**src/rtl/agu_pkg.sv**
```systemverilog
package agu_pkg;

  typedef enum logic [2:0] {
    MODE_SHORT_DIR = 3'd0,
    MODE_LONG_DIR  = 3'd1,
    MODE_IND       = 3'd2,
    MODE_POST_INC  = 3'd3,
    MODE_POST_DEC  = 3'd4,
    MODE_PRE_INC   = 3'd5,
    MODE_PRE_DEC   = 3'd6,
    MODE_RESERVED  = 3'd7
  } agu_mode_e;

  // strobes from mode decode to the address datapath
  typedef struct packed {
    logic selImm;    // address comes from the immediate field
    logic selShort;  // immediate is the short, zero-extended form
    logic stepEn;    // pointer is modified and written back
    logic stepNeg;   // modification subtracts the step
    logic preMod;    // modified pointer is used as the address
    logic wordOp;    // step of two instead of one
  } agu_strobe_t;

endpackage

```
**src/rtl/agu_ctrl.sv**
```systemverilog
module agu_ctrl
  import agu_pkg::*;
(
  input  logic [2:0]  modeIn,
  input  logic        wordOpIn,
  output agu_strobe_t strobe
);

  agu_mode_e mode;
  assign mode = agu_mode_e'(modeIn);

  always_comb begin
    strobe = '0;
    strobe.wordOp = wordOpIn;
    case (mode)
      MODE_SHORT_DIR: begin
        strobe.selImm   = 1'b1;
        strobe.selShort = 1'b1;
      end
      MODE_LONG_DIR: begin
        strobe.selImm = 1'b1;
      end
      MODE_POST_INC: begin
        strobe.stepEn = 1'b1;
      end
      MODE_POST_DEC: begin
        strobe.stepEn  = 1'b1;
        strobe.stepNeg = 1'b1;
      end
      MODE_PRE_INC: begin
        strobe.stepEn = 1'b1;
        strobe.preMod = 1'b1;
      end
      MODE_PRE_DEC: begin
        strobe.stepEn  = 1'b1;
        strobe.stepNeg = 1'b1;
        strobe.preMod  = 1'b1;
      end
      default: begin
        // plain indirect and the reserved code: pointer as address, no write-back
      end
    endcase
  end

endmodule

```
**src/rtl/agu_datapath.sv**
```systemverilog
module agu_datapath
  import agu_pkg::*;
#(
  parameter int AW     = 16,
  parameter int SHORTW = 13
) (
  input  logic          clk,
  input  logic          rstN,
  input  logic          validIn,
  input  agu_strobe_t   strobe,
  input  logic [AW-1:0] immIn,
  input  logic [AW-1:0] ptrIn,
  output logic [AW-1:0] eaOut,
  output logic [AW-1:0] ptrNextOut,
  output logic          ptrWeOut,
  output logic          eaValidOut
);

  localparam int PADW = AW - SHORTW;

  logic [AW-1:0] step;
  logic [AW-1:0] modPtr;
  logic [AW-1:0] immEa;
  logic [AW-1:0] eaD;
  logic [AW-1:0] ptrNextD;

  logic [AW-1:0] eaQ;
  logic [AW-1:0] ptrNextQ;
  logic          ptrWeQ;
  logic          validQ;

  // byte step is 1, word step is 2
  assign step = {{(AW-2){1'b0}}, strobe.wordOp, ~strobe.wordOp};

  // one adder/subtractor serves pre and post forms; wraps modulo 2^AW
  assign modPtr = strobe.stepNeg ? (ptrIn - step) : (ptrIn + step);

  assign immEa = strobe.selShort ? {{PADW{1'b0}}, immIn[SHORTW-1:0]} : immIn;

  always_comb begin
    if (strobe.selImm)
      eaD = immEa;
    else if (strobe.preMod)
      eaD = modPtr;
    else
      eaD = ptrIn;
  end

  assign ptrNextD = strobe.stepEn ? modPtr : ptrIn;

  always_ff @(posedge clk) begin
    if (!rstN) begin
      eaQ      <= '0;
      ptrNextQ <= '0;
      ptrWeQ   <= 1'b0;
      validQ   <= 1'b0;
    end else if (validIn) begin
      eaQ      <= eaD;
      ptrNextQ <= ptrNextD;
      ptrWeQ   <= strobe.stepEn;
      validQ   <= 1'b1;
    end else begin
      ptrWeQ   <= 1'b0;
      validQ   <= 1'b0;
    end
  end

  assign eaOut      = eaQ;
  assign ptrNextOut = ptrNextQ;
  assign ptrWeOut   = ptrWeQ;
  assign eaValidOut = validQ;

  // ---------------------------------------------------------------
  // assertions
  // ---------------------------------------------------------------
  logic [AW-1:0] chkStep;
  assign chkStep = strobe.wordOp ? AW'(2) : AW'(1);

  AST_SHORT_IN_RANGE: assert property (@(posedge clk) disable iff (!rstN)
    (validIn && strobe.selImm && strobe.selShort) |=> (eaOut[AW-1:SHORTW] == '0));

  AST_STEP_SIZE: assert property (@(posedge clk) disable iff (!rstN)
    (validIn && strobe.stepEn) |=>
      ((ptrNextOut == $past(ptrIn) + $past(chkStep)) ||
       (ptrNextOut == $past(ptrIn) - $past(chkStep))));

  AST_POST_OLD_PTR: assert property (@(posedge clk) disable iff (!rstN)
    (validIn && strobe.stepEn && !strobe.preMod) |=> (eaOut == $past(ptrIn)));

  AST_PRE_EA_MATCH: assert property (@(posedge clk) disable iff (!rstN)
    (validIn && strobe.preMod) |=> (eaOut == ptrNextOut && ptrWeOut));

  AST_NO_WRITEBACK: assert property (@(posedge clk) disable iff (!rstN)
    (validIn && !strobe.stepEn) |=> (!ptrWeOut && ptrNextOut == $past(ptrIn)));

  AST_IDLE_HOLD: assert property (@(posedge clk) disable iff (!rstN)
    !validIn |=> (!eaValidOut && !ptrWeOut && $stable(eaOut) && $stable(ptrNextOut)));

  AST_WE_NEEDS_VALID: assert property (@(posedge clk) disable iff (!rstN)
    ptrWeOut |-> eaValidOut);

endmodule

```
**src/rtl/agu_top.sv**
```systemverilog
module agu_top
  import agu_pkg::*;
#(
  parameter int AW     = 16,
  parameter int SHORTW = 13
) (
  input  logic          clk,
  input  logic          rstN,
  input  logic          rdValid,
  input  logic [2:0]    rdMode,
  input  logic [AW-1:0] rdImm,
  input  logic [AW-1:0] rdPtr,
  input  logic          rdWordOp,
  input  logic          wrValid,
  input  logic [2:0]    wrMode,
  input  logic [AW-1:0] wrImm,
  input  logic [AW-1:0] wrPtr,
  input  logic          wrWordOp,
  output logic [AW-1:0] rdEa,
  output logic [AW-1:0] rdPtrNext,
  output logic          rdPtrWe,
  output logic          rdEaValid,
  output logic [AW-1:0] wrEa,
  output logic [AW-1:0] wrPtrNext,
  output logic          wrPtrWe,
  output logic          wrEaValid
);

  localparam int NCH = 2;  // channel 0 reads, channel 1 writes

  logic          chValid   [NCH];
  logic [2:0]    chMode    [NCH];
  logic [AW-1:0] chImm     [NCH];
  logic [AW-1:0] chPtr     [NCH];
  logic          chWordOp  [NCH];
  logic [AW-1:0] chEa      [NCH];
  logic [AW-1:0] chPtrNext [NCH];
  logic          chPtrWe   [NCH];
  logic          chEaValid [NCH];

  assign chValid[0]  = rdValid;
  assign chMode[0]   = rdMode;
  assign chImm[0]    = rdImm;
  assign chPtr[0]    = rdPtr;
  assign chWordOp[0] = rdWordOp;
  assign chValid[1]  = wrValid;
  assign chMode[1]   = wrMode;
  assign chImm[1]    = wrImm;
  assign chPtr[1]    = wrPtr;
  assign chWordOp[1] = wrWordOp;

  for (genvar ch = 0; ch < NCH; ch++) begin : g_chan
    agu_strobe_t strobe;

    agu_ctrl u_ctrl (
      .modeIn   (chMode[ch]),
      .wordOpIn (chWordOp[ch]),
      .strobe   (strobe)
    );

    agu_datapath #(.AW(AW), .SHORTW(SHORTW)) u_dp (
      .clk        (clk),
      .rstN       (rstN),
      .validIn    (chValid[ch]),
      .strobe     (strobe),
      .immIn      (chImm[ch]),
      .ptrIn      (chPtr[ch]),
      .eaOut      (chEa[ch]),
      .ptrNextOut (chPtrNext[ch]),
      .ptrWeOut   (chPtrWe[ch]),
      .eaValidOut (chEaValid[ch])
    );
  end

  assign rdEa      = chEa[0];
  assign rdPtrNext = chPtrNext[0];
  assign rdPtrWe   = chPtrWe[0];
  assign rdEaValid = chEaValid[0];
  assign wrEa      = chEa[1];
  assign wrPtrNext = chPtrNext[1];
  assign wrPtrWe   = chPtrWe[1];
  assign wrEaValid = chEaValid[1];

endmodule

```
**config.mk**
```make
export PLATFORM = sky130hd
export DESIGN_NAME = agu_top
export DESIGN_NICKNAME = d
export VERILOG_FILES = /design/src/rtl/agu_pkg.sv /design/src/rtl/agu_ctrl.sv /design/src/rtl/agu_datapath.sv /design/src/rtl/agu_top.sv
export SDC_FILE = /design/constraint.sdc
export NUM_CORES = 1
export LEC_CHECK = 0
export ABC_AREA = 1
export BUFFER_PORTS_ARGS = -buffer_cell sky130_fd_sc_hd__buf_2
export CAP_MARGIN = 30
export CELL_PAD_IN_SITES_DETAIL_PLACEMENT = 1
export CELL_PAD_IN_SITES_GLOBAL_PLACEMENT = 2
export CORE_ASPECT_RATIO = 1.4
export CORE_MARGIN = 5
export CORE_UTILIZATION = 25
export CTS_CLUSTER_SIZE = 20
export DETAILED_ROUTE_END_ITERATION = 8
export PLACE_DENSITY_LB_ADDON = 0.1
export SLEW_MARGIN = 20
export SYNTH_ARGS = -nofsm -noshare
export SYNTH_HDL_FRONTEND = slang
export SYNTH_HIERARCHICAL = 1
export SYNTH_SLANG_ARGS = --single-unit
```
**constraint.sdc**
```tcl
create_clock -name clk -period 2.65 [get_ports clk]
set_clock_uncertainty 0.05 [all_clocks]
set_input_delay 0.53 -clock clk [delete_from_list [all_inputs] [get_ports clk]]
set_output_delay 0.53 -clock clk [all_outputs]
set_load 0.01 [all_outputs]
```
# Yosys cells after proc, flatten, opt, wreduce, memory -nomap -nowiden
# Index checks and enable logic that the tools add are counted.
# word_totals
reg_bits,68
in_bits,76
out_inout_bits,68
word_cells,58
# classes
n_addsub,4
eq_ne,10
muxes,22
bitwise_logic,2
reduce_logical,12
# op_table
op,count
$mux W16,10
$add A16 B2 Y16,2
$sub A16 B2 Y16,2
$eq A3 B3 Y1 const B,6
$mux W1,12
$reduce_or A2 Y1,6
$reduce_or A4 Y1,2
$eq A3 B1 Y1 const B,2
$eq A3 B2 Y1 const B,2
$logic_not A3 Y1,2
$reduce_and A2 Y1,2
$not A1 Y1,2

# Longest topological paths before layout
# Gate-level depths: netlist (run 1).
# logic_depth
ltp_word,6
depth_mapped,15
depth_no_buf,15

# Hierarchy
# The synthesis (run 1) kept the hierarchy.
# modules_own_cells
module,instances,cells_per_inst,area_per_inst_um2,seq_area_each_um2
agu_datapath,2,432,2621.3,680.7
agu_ctrl,2,11,47.5,0.0

# Worst setup path before layout (run 1)
# OpenSTA, ideal clock, no wires.
# synth_path
kind,input to register
startpoint,in rdMode[2]
endpoint,reg g_chan[0].u_dp.ptrNextQ[8]
setup_ns,0.068
arrival_time_ns,2.592
t_required_ns,2.532
slack_ns,-0.060
path_stages,12
path_buffers,0
path_cell_list,inv_1 nor2_1 nand2_1 fa_1 inv_1 nand3_1 nand3_1 a21oi_1 or2_1 nand3_1 nand2_1 a21oi_2
# synth_lines
item,line,source
"start, declared",agu_top.sv:10,"input logic [2:0] rdMode,"
"end signal, assigned",agu_datapath.sv:59,ptrNextQ <= ptrNextD;
"end, declared",agu_datapath.sv:28,logic [AW-1:0] ptrNextQ;

==> run_results.csv, run 1 <==
group,metric,value,unit
flow_run,maxCapViolations,0,
sta,setup_violations,0,
global_routing,grt_pass1_vias,6578,
sta,rsz0062_at_grt,"no",
clock_network,post_cts_resized,0,
floorplan,fp.dieW,133,um
drt,first_pass_iters,4,
sta,finalSetupTns,0,ps
clock_network,clockRootBuffer,"clkbuf_16",
place,postPlaceCellArea,0.00642,mm^2
yosys,synth-async-reset-ratio,0,
critical_path,worst_setup_path_start_kind,"input pin",
critical_path,required,2810,ps
sta,min_period_over_period,0.811,
yosys,synth_top_family_by_area,"simple AND/OR/NAND/NOR gates",
clock_network,cts_buffers,9,
floorplan,row_count,63,
power,ir_worst_vdd,266,uV
yosys,yosysSeqAreaShare,0.255,
final_layout,regArea,0.00136,mm^2
sta,worstMarginPinSlew,732,ps
clock_network,cts_hold_buf,0,
yosys,yosysWarnings,6,
drt,drtAntennaViolNets,0,
yosys,synthTopCellsByArea,"dfxtp_1 26%, nand2_1 18%, a21oi_1 13%",
yosys,synth_edf_count,0,
floorplan,start_util,0.253,
drt,top_layer,"met4",
yosys,yosysMostFrequentCell,"nand2_1",
drt,num_vias,6074,
drt,wl_met2,13800,um
run_status,outcome,"completed",
yosys,yosys.area.top_type,"dfxtp_1",
critical_path,cp.arrival,2310,ps
yosys,synthMuxAreaShare,0,
clock_network,cts_max_level,3,
final_layout,drive_above_1_share,0.219,
critical_path,path_class,"input pin to register",
final_layout,postLayoutCellArea,0.00670,mm^2
drt,wl_met3,382,um
sta,layout_min_cycle_time,2150,ps
yosys,synth_common_cells,"252 x nand2_1, 138 x a21oi_1, 128 x inv_1",
power,power.density,512,mW/mm^2
drt,avgRoutedWirePerCell,18.1,um
final_layout,post-route-util,0.317,
sta,relSlewSlack,0.511,
place,gp_congestion,0.802,
final_layout,multi_input_area,0.00332,mm^2
floorplan,ios,144,
yosys,avgSynthCellArea,6.02,um^2
yosys,synth_xor_area_frac,0.0230,
floorplan,coreArea,0.0211,mm^2
drt,viasPerCell,4.72,
sta,fmax,0.465,GHz
yosys,synth_flop_cell,"dfxtp_1",
power,cellLeakagePower,3.65,nW
clock_network,cts_tree,"done",
yosys,synth.distinct_cells,24,
drt,drtIter0Drc,195,
worst_hold_path,hp-class,"register to register",
final_layout,n_fill_cell,2820,
sta,hold_violations,0,
floorplan,dieArea,0.0244,mm^2
yosys,synth-simple-area-share,0.304,
critical_path,cp_max_fo,4,
yosys,synthCells,886,
sta,final-max-slew-violation-count,0,
floorplan,die_h,183,um
critical_path,cp-end-kind,"register",
clock_network,worst_skew_pair.late_latency,340,ps
clock_network,clk_pin_slew_worst_paths,60,ps
global_routing,track_usage,0.191,
yosys,yosys.area.top_type_share,0.255,
yosys,syn_area,0.00534,mm^2
drt,drc,0,
yosys,syn-num-nets,994,
clock_network,post-cts-setup-buffers,0,
yosys,synthAdderAreaFrac,0.0778,
drt,totalWireLength,23300,um
global_routing,grt_max_degree,32,
global_routing,grt_overflow,0,
place,place_hpwl,18300,um
clock_network,numClockSinks,68,
yosys,synth-seq-cells,68,
clock_network,max-clock-path-buffers,2,
final_layout,diodes,0,
global_routing,grt_pass1_wl,36000,um
final_layout,area_delta_synth_final,25.5,%
yosys,synth_compound_area_frac,0.215,
place,io_buffers,143,
global_routing,antenna_found_initial,0,
final_layout,layout.nets,1131,
drt,drt-met1-wl,8710,um
## state kept, by name, indices dropped and copies added, names as in the netlist
register / flops
g_chan.u_dp/eaOut: 32
g_chan.u_dp/ptrWeOut: 2
g_chan.u_dp/eaValidOut: 2
g_chan.u_dp/ptrNextOut: 32
## area by class of cell
class / instances / area share
inverters: 138 / 0.0773
clock buffers: 11 / 0.0362
repair buffers: 162 / 0.134
flip-flops and latches: 68 / 0.203
multi-input cells: 644 / 0.496
well taps: 260 / 0.0486
clock inverters: 5 / 0.00542
## where the power goes
group | internal, mW | switching [mW]
registers | 1.11 | 0.0433
clock network | 0.664 | 0.523
logic | 0.387 | 0.705
## path summary, 6_finish.rpt
kind                                     start                      endpoint  slack [ps]  cells past startpoint
setup / recovery                     wrMode[2]       g_chan[1].u_dp/eaOut[4]         500                     11
hold / removal    g_chan[0].u_dp/ptrNextOut[9]  g_chan[0].u_dp/ptrNextOut[9]         410                      2
setup reg to reg       g_chan[1].u_dp/eaOut[8]       g_chan[1].u_dp/eaOut[8]        1910                      2
hold reg to reg   g_chan[0].u_dp/ptrNextOut[9]  g_chan[0].u_dp/ptrNextOut[9]         410                      2
## kinds of logic after synthesis
family | Yosys count
simple gates | 386
compound gates | 212
buf+inv | 174
flops | 68
fa+ha+maj | 32
xor+xnor | 14
## layout by cell type, fill, tap and decap left out
master,count
nand2_1,252
buf_2,143
a21oi_1,138
inv_1,128
dfxtp_1,68
nand3_1,62
o21ai_0,48
nor2_1,40
ha_1,30
a21oi_2,18
buf_4,16
xnor2_1,12
inv_2,10
nand2_2,10
clkbuf_16,9
o211ai_1,8
nor3_1,6
nor2_2,4
nand3_2,4
or2_1,4
buf_12,3
clkinv_4,2
clkinv_2,2
nand4_1,2
xor2_1,2
nor3_4,2
fa_1,2
clkbuf_8,1
inv_6,1
clkbuf_1,1
## metrics by stage
step / hold slack (ps) / power [mW] / instances / worst slack [ps]
detailed placement: 404 / 2.29 / 1272 / 128
finish: 411 / 3.43 / 1288 / 501
global placement: 401 / 2.28 / 1272 / 154
CTS: 412 / 3.51 / 1288 / 503
global route: 429 / 3.65 / 1288 / 310
floorplan: 440 / 1.85 / 886 / 200
## worst max-delay path: stages
cell,delay (ps)
buf_2,120
inv_1,60
nor2_2,140
nand2_1,120
fa_1,450
inv_1,90
nand3_1,70
nand3_1,160
xor2_1,120
o21ai_0,340
a21oi_1,110
## per-layer routing
metal	track usage	up-vias
met2	0.403	73
met4	0.0585	0
li1	-	3126
met5	0	-
met3	0.0195	24
met1	0.190	2851
(Power assumes the default switching activity.)
==> run 2, diff against run 1 <==
Settings changed: ABC_AREA 1 to 0, CORE_UTILIZATION 25 to 30.
Clock period 2.65 ns to 2.07 ns, I/O delays scaled along.
==> run 2 against run 1 <==
The flow now finishes with violations (setup timing). Via count shrank 11%. Count of clock-buffer cells in the layout is the same. Flip-flop and latch count is the same. Non-clock buffer count grew 119. Clock power grew 19%. Sequential power grew 29%. Core utilization grew 17 points. Synthesized cell count shrank 34%. Die area shrank 23%. Largest power group is now combinational logic.
==> run_results.csv, run 2 <==
group,metric,value,unit
drt,avgRoutedWirePerCell,18.5,um
final_layout,post-route-util,0.484,
drt,drc,0,
drt,num_vias,5393,
clock_network,max-clock-path-buffers,2,
clock_network,worst_skew_pair.late_latency,330,ps
final_layout,final_common_cell,"buf_2",
final_layout,layout.cells.non_filler,1050,
sta,fin_ws,-442,ps
final_layout,n_fill_cell,1894,
yosys,syn_area,0.00483,mm^2
global_routing,antenna_found_initial,0,
power,ir_worst_vdd,270,uV
critical_path,path_buf_inv,1,
sta,layout_min_cycle_time,2510,ps
power,switchingPower,1.60,mW
sta,min_period_over_period,1.21,
power,comb_power_share,0.392,
final_layout,diodes,0,
sta,relSlewSlack,0.469,
power,clock_power_share,0.297,
sta,final-max-slew-violation-count,0,
global_routing,grt_overflow,0,
final_layout,layout.nets,956,
critical_path,cp-end-kind,"register",
sta,setup_violations,44,
power,cellLeakagePower,3.69,nW
sta,fmax,0.398,GHz
critical_path,critical_path.max_stage_delay,340,ps
global_routing,grt_pass1_vias,5829,
yosys,synth-seq-cells,68,
drt,drtAntennaViolNets,0,
final_layout,regArea,0.00136,mm^2
drt,viasPerCell,5.14,
place,pre_cts_slack,-771,ps
clock_network,clk_pin_slew_worst_paths,60,ps
clock_network,cts_tree,"done",
place,gp_congestion,0.865,
critical_path,cp.arrival,2680,ps
yosys,yosysMostFrequentCell,"dfxtp_1",
clock_network,numClockSinks,68,
critical_path,critPathTopFamily,"compound AO/OA/AOI/OAI gates",
yosys,synthTopCellsByArea,"dfxtp_1 28%, mux2i_1 12%, ha_1 7.8%",
floorplan,dieArea,0.0188,mm^2
clock_network,cts_max_level,3,
drt,first_pass_iters,6,
sta,rsz0062_at_grt,"yes",
sta,worstMarginPinSlew,793,ps
final_layout,area_delta_synth_final,60.0,%
yosys,synth_flop_cell,"dfxtp_1",
yosys,yosysSeqAreaShare,0.282,
place,placed_cells,1013,
yosys,avgSynthCellArea,8.21,um^2
yosys,yosysWarnings,6,
clock_network,cts_hold_buf,0,
drt,totalWireLength,19400,um
yosys,synthCells,588,
power,p_total,4.76,mW
yosys,synth.distinct_cells,52,
floorplan,ios,144,
global_routing,grt_pass1_wl,30300,um
yosys,synth-async-reset-ratio,0,
power,internal-power,3.16,mW
sta,hold_violations,0,
final_layout,final_cell_mix,"141 x buf_2, 121 x buf_4, 68 x dfxtp_1, 55 x nor2_1, 55 x mux2i_1",
flow_run,maxCapViolations,0,
floorplan,coreArea,0.0160,mm^2
run_status,outcome,"finished with violations",
critical_path,path_class,"input pin to register",
critical_path,cp_max_fo,6,
power,switching_share,0.336,
place,io_buffers,143,
yosys,synth_common_cells,"68 x dfxtp_1, 60 x nor2_1, 56 x mux2i_1",
critical_path,required,2230,ps
yosys,synth_edf_count,0,
floorplan,die_h,160,um
power,seqPwrFrac,0.311,
clock_network,clockRootBuffer,"clkbuf_16",
final_layout,drive_above_1_share,0.485,
yosys,yosys.area.top_type,"dfxtp_1",
yosys,yosys.area.top_type_share,0.282,
final_layout,multi_input_area,0.00390,mm^2
global_routing,grt_max_degree,27,
critical_path,worst_setup_path_start_kind,"input pin",
global_routing,track_usage,0.205,
worst_hold_path,hp-class,"input pin to register",
floorplan,row_count,55,
sta,finalSetupTns,-10370,ps
place,place_hpwl,14900,um
critical_path,slowest_stage,"and2b_4",
yosys,syn-num-nets,696,
power,power.density,617,mW/mm^2
floorplan,fp.dieW,117,um
run_status,failed_checks,"setup timing",
critical_path,rrSetupSlack,1320,ps
clock_network,cts_buffers,9,
floorplan,start_util,0.302,
critical_path,cp_cell_sequence,"buf_6 -> and2b_4 -> ha_4 -> nor2b_2 -> o31a_1 -> o21ai_2 -> nand2b_1 -> xor2_2 -> mux2_4 -> o211ai_1 -> a21oi_1",
drt,drtIter0Drc,145,
## run 2: cell count changes in the layout (fill, tap and decap cells not counted), sizes merged, moves of 10 or more
cell	before	now
buf	162	281
nand2b	0	12
nand3b	0	10
nand3	66	6
a21o	0	10
nor2b	0	16
a21oi	156	46
inv	139	22
mux2i	0	56
nand2	262	38
a211oi	0	28
nor2	44	60
## run 2: worst reg2reg max path: cells and delay by family (launching register included)
kind               cells  cell delay (ps)
AOI/OAI and AO/OA      1              200
and+or+nand+nor        1               50
DFF                    1              360
## run 2: layout make-up
cell class | count | share of cell area
Clock buffer | 11 | 0.0314
Clock inverter | 3 | 0.00194
Inverter | 24 | 0.0117
Multi-Input combinational cell | 464 | 0.505
Sequential cell | 68 | 0.176
Tap cell | 199 | 0.0322
Timing Repair Buffer | 281 | 0.242
## run 2: what timing repair did
item                                    in CTS  in global routing
gates cloned                                 0                  0
endpoints found under the setup margin      44                 49
buffers inserted                            13                 13
pin swaps                                   55                 45
gates resized for setup                     73                 55
## run 2: metal layers
| layer | GRT usage | share of wire |
|---|---|---|
| met1 | 0.221 | 0.37 |
| met2 | 0.395 | 0.57 |
| met3 | 0.0258 | 0.031 |
| met4 | 0.0704 | 0.027 |
| met5 | 0 | 0 |
## run 2: path summary, 6_finish.rpt
kind,start,endpoint,cells past startpoint
setup reg to reg,g_chan[0].u_dp/ptrNextOut[8],g_chan[0].u_dp/ptrNextOut[8],2
hold / removal,rdImm[5],g_chan[0].u_dp/eaOut[5],3
hold reg to reg,g_chan[0].u_dp/eaOut[12],g_chan[0].u_dp/eaOut[12],2
setup / recovery,rdMode[0],g_chan[0].u_dp/eaOut[6],11
## run 2: kinds of logic after synthesis
family                     count (synthesis)  share of synthesized area
muxes                                     60                      0.125
buffers and inverters                     56                     0.0456
xor gates and xnor gates                  26                     0.0472
adders and majority gates                 32                     0.0861
DFF                                       68                      0.282
and+or+nand+nor                          166                      0.176
AOI/OAI and AO/OA                        180                      0.237
## run 2: power groups by stage
| stage | clock network [mW] | logic, mW | registers, mW |
|---|---|---|---|
| final | 1.42 | 1.87 | 1.48 |
| after global routing | 1.53 | 2.03 | 1.49 |
| after CTS | 1.47 | 1.76 | 1.48 |
| after detailed placement | 0 | 1.59 | 1.51 |
| after global placement | 0 | 1.55 | 1.51 |
| after floorplan | 0 | 0.823 | 1.56 |
## run 2: stage by stage
| step | area (um^2) | hold WS, ps |
|---|---|---|
| global route | 7720 | 298 |
| CTS | 7420 | 296 |
| finish | 7720 | 304 |
| global placement | 6660 | 390 |
| floorplan | 4890 | 432 |
| detailed placement | 6660 | 398 |
==> run 3, diff against run 2 <==
Settings changed: RECOVER_POWER set to 25.
==> run 3 against run 2 <==
First-iteration DRC count down 2.8%. Wire length up 0.17%. Register-to-register slack about the same. Non-clock buffer count unchanged. Combinational power about the same. Count of clock-buffer cells in the layout unchanged. Core utilization down 0.24 points. The flow still finishes with violations (setup timing). Highest routed layer unchanged. Critical path depth unchanged. Design area down 0.50%. Global-route usage unchanged.
==> run_results.csv, run 3 (synthesized netlist as in run 2, its figures left out) <==
group,metric,value,unit
floorplan,fp.dieW,117,um
drt,num_vias,5394,
critical_path,cp_cell_sequence,"buf_6 -> and2b_4 -> ha_4 -> nor2b_2 -> o31a_1 -> o21ai_2 -> nand2b_1 -> xor2_2 -> mux2_4 -> o211ai_1 -> a21oi_1",
final_layout,layout.cells.non_filler,1050,
global_routing,grt_util_met2,0.395,
critical_path,path_buf_inv,1,
drt,drtAntennaViolNets,0,
power,ir_worst_vdd,270,uV
floorplan,row_count,55,
global_routing,grt_max_degree,27,
sta,setup_violations,44,
critical_path,r2r_start,"g_chan[0].u_dp/ptrNextOut[8]",
final_layout,area_delta_synth_final,59.2,%
critical_path,required,2230,ps
critical_path,critical_path.max_stage_delay,340,ps
final_layout,diodes,0,
drt,totalWireLength,19400,um
critical_path,path_class,"input pin to register",
sta,rsz0062_at_grt,"yes",
place,io_buffers,143,
sta,relSlewSlack,0.460,
sta,layout_min_cycle_time,2510,ps
drt,drtIter0Drc,141,
global_routing,grt_overflow,0,
power,p_total,4.75,mW
sta,final-max-slew-violation-count,0,
worst_hold_path,hold_path_end,"g_chan[0].u_dp/eaOut[5]",
sta,fmax,0.398,GHz
critical_path,slowest_stage,"and2b_4",
final_layout,layout.nets,956,
floorplan,start_util,0.302,
sta,finalSetupTns,-10630,ps
critical_path,critPathTopFamily,"compound AO/OA/AOI/OAI gates",
place,place_hpwl,14900,um
floorplan,dieArea,0.0188,mm^2
critical_path,cp-end-kind,"register",
drt,drc,0,
floorplan,die_h,160,um
run_status,outcome,"finished with violations",
clock_network,numClockSinks,68,
sta,fin_ws,-443,ps
final_layout,final_cell_mix,"122 x buf_2, 121 x buf_4, 68 x dfxtp_1, 55 x nor2_1, 55 x mux2i_1",
floorplan,coreArea,0.0160,mm^2
global_routing,grt_pass1_vias,5829,
sta,worstMarginPinSlew,810,ps
global_routing,track_usage,0.205,
clock_network,cts_max_level,3,
final_layout,final_common_cell,"buf_2",
run_status,failed_checks,"setup timing",
final_layout,post-route-util,0.481,
final_layout,postLayoutCellArea,0.00768,mm^2
worst_hold_path,holdCritStartpoint,"rdImm[5]",
clock_network,cts_buffers,9,
clock_network,max-clock-path-buffers,2,
final_layout,drive_above_1_share,0.463,
clock_network,clockRootBuffer,"clkbuf_16",
final_layout,n_fill_cell,1902,
floorplan,ios,144,
clock_network,cts_tree,"done",
drt,viasPerCell,5.14,
critical_path,worst_setup_path_start_kind,"input pin",
critical_path,cp_max_fo,6,
place,placed_cells,1013,
clock_network,cts_hold_buf,0,
critical_path,worstReg2RegEnd,"g_chan[0].u_dp/ptrNextOut[8]",
global_routing,antenna_found_initial,0,
flow_run,maxCapViolations,0,
sta,hold_violations,0,
global_routing,grtUsageMet3,0.0258,
worst_hold_path,hold_path_depth,3,
power,cellLeakagePower,3.61,nW
drt,first_pass_iters,6,
power,power.density,618,mW/mm^2
place,postPlaceCellArea,0.00666,mm^2
critical_path,reg2reg_depth,2,
drt,avgRoutedWirePerCell,18.5,um
global_routing,gr-usage-met1,0.221,
global_routing,busiest_layer,"met2",
global_routing,grt_pass1_wl,30300,um
critical_path,cp.arrival,2680,ps
clock_network,clk_pin_slew_worst_paths,60,ps
critical_path,rrSetupSlack,1310,ps
clock_network,worst_skew_pair.late_latency,330,ps
place,gp_congestion,0.865,
sta,min_period_over_period,1.21,
worst_hold_path,hp-class,"input pin to register",
[run 3: where the power goes]
part | switching (mW) | internal, mW | total (mW)
logic | 0.950 | 0.904 | 1.85
registers | 0.0589 | 1.42 | 1.48
clock network | 0.592 | 0.824 | 1.42
[run 3: area by class of cell]
type                            instances  area [um^2]  share of cell area
Multi-Input combinational cell        464         3900               0.507
Timing Repair Buffer                  281         1830               0.238
Sequential cell                        68         1360               0.177
Tap cell                              199          249              0.0324
Clock buffer                           11          243              0.0316
Inverter                               24         90.1              0.0117
Clock inverter                          3         15.0             0.00195
[run 3: routing by layer]
metal | wire length (um) | up-vias
met4 | 515 | 0
met3 | 603 | 34
met2 | 11100 | 108
li1 | - | 2620
met1 | 7240 | 2632
met5 | 0 | -
[run 3: worst max-delay path by stage]
stage,slack (ps),cells after the start,startpoint,to
after floorplan,-420,10,rdMode[0],g_chan[0].u_dp/eaOut[12]
after global placement,-740,11,rdMode[0],g_chan[0].u_dp/eaOut[10]
after detailed placement,-770,12,rdMode[0],g_chan[0].u_dp/eaOut[15]
after CTS,-340,13,wrMode[0],g_chan[1].u_dp/ptrNextOut[13]
after global routing,-510,12,rdMode[0],g_chan[0].u_dp/eaOut[6]
final,-440,11,rdMode[0],g_chan[0].u_dp/eaOut[6]
[run 3: worst reg2reg max path, delay by kind of cell, from the launching register on]
kind | cells | cell delay, ps
AO/OA/AOI/OAI | 1 | 200
AND/OR/NAND/NOR | 1 | 50
flip-flops | 1 | 360
[run 3: per-stage QoR]
step,hold WS (ps),worst slack (ps)
floorplan,432,-422
global placement,390,-738
detailed placement,398,-771
CTS,296,-341
global route,298,-508
finish,304,-443
[run 3: what timing repair did]
| item | CTS | global route |
|---|---|---|
| resized for setup | 73 | 55 |
| buffers inserted | 13 | 13 |
| setup endpoints to repair | 44 | 49 |
| pin swaps | 55 | 45 |
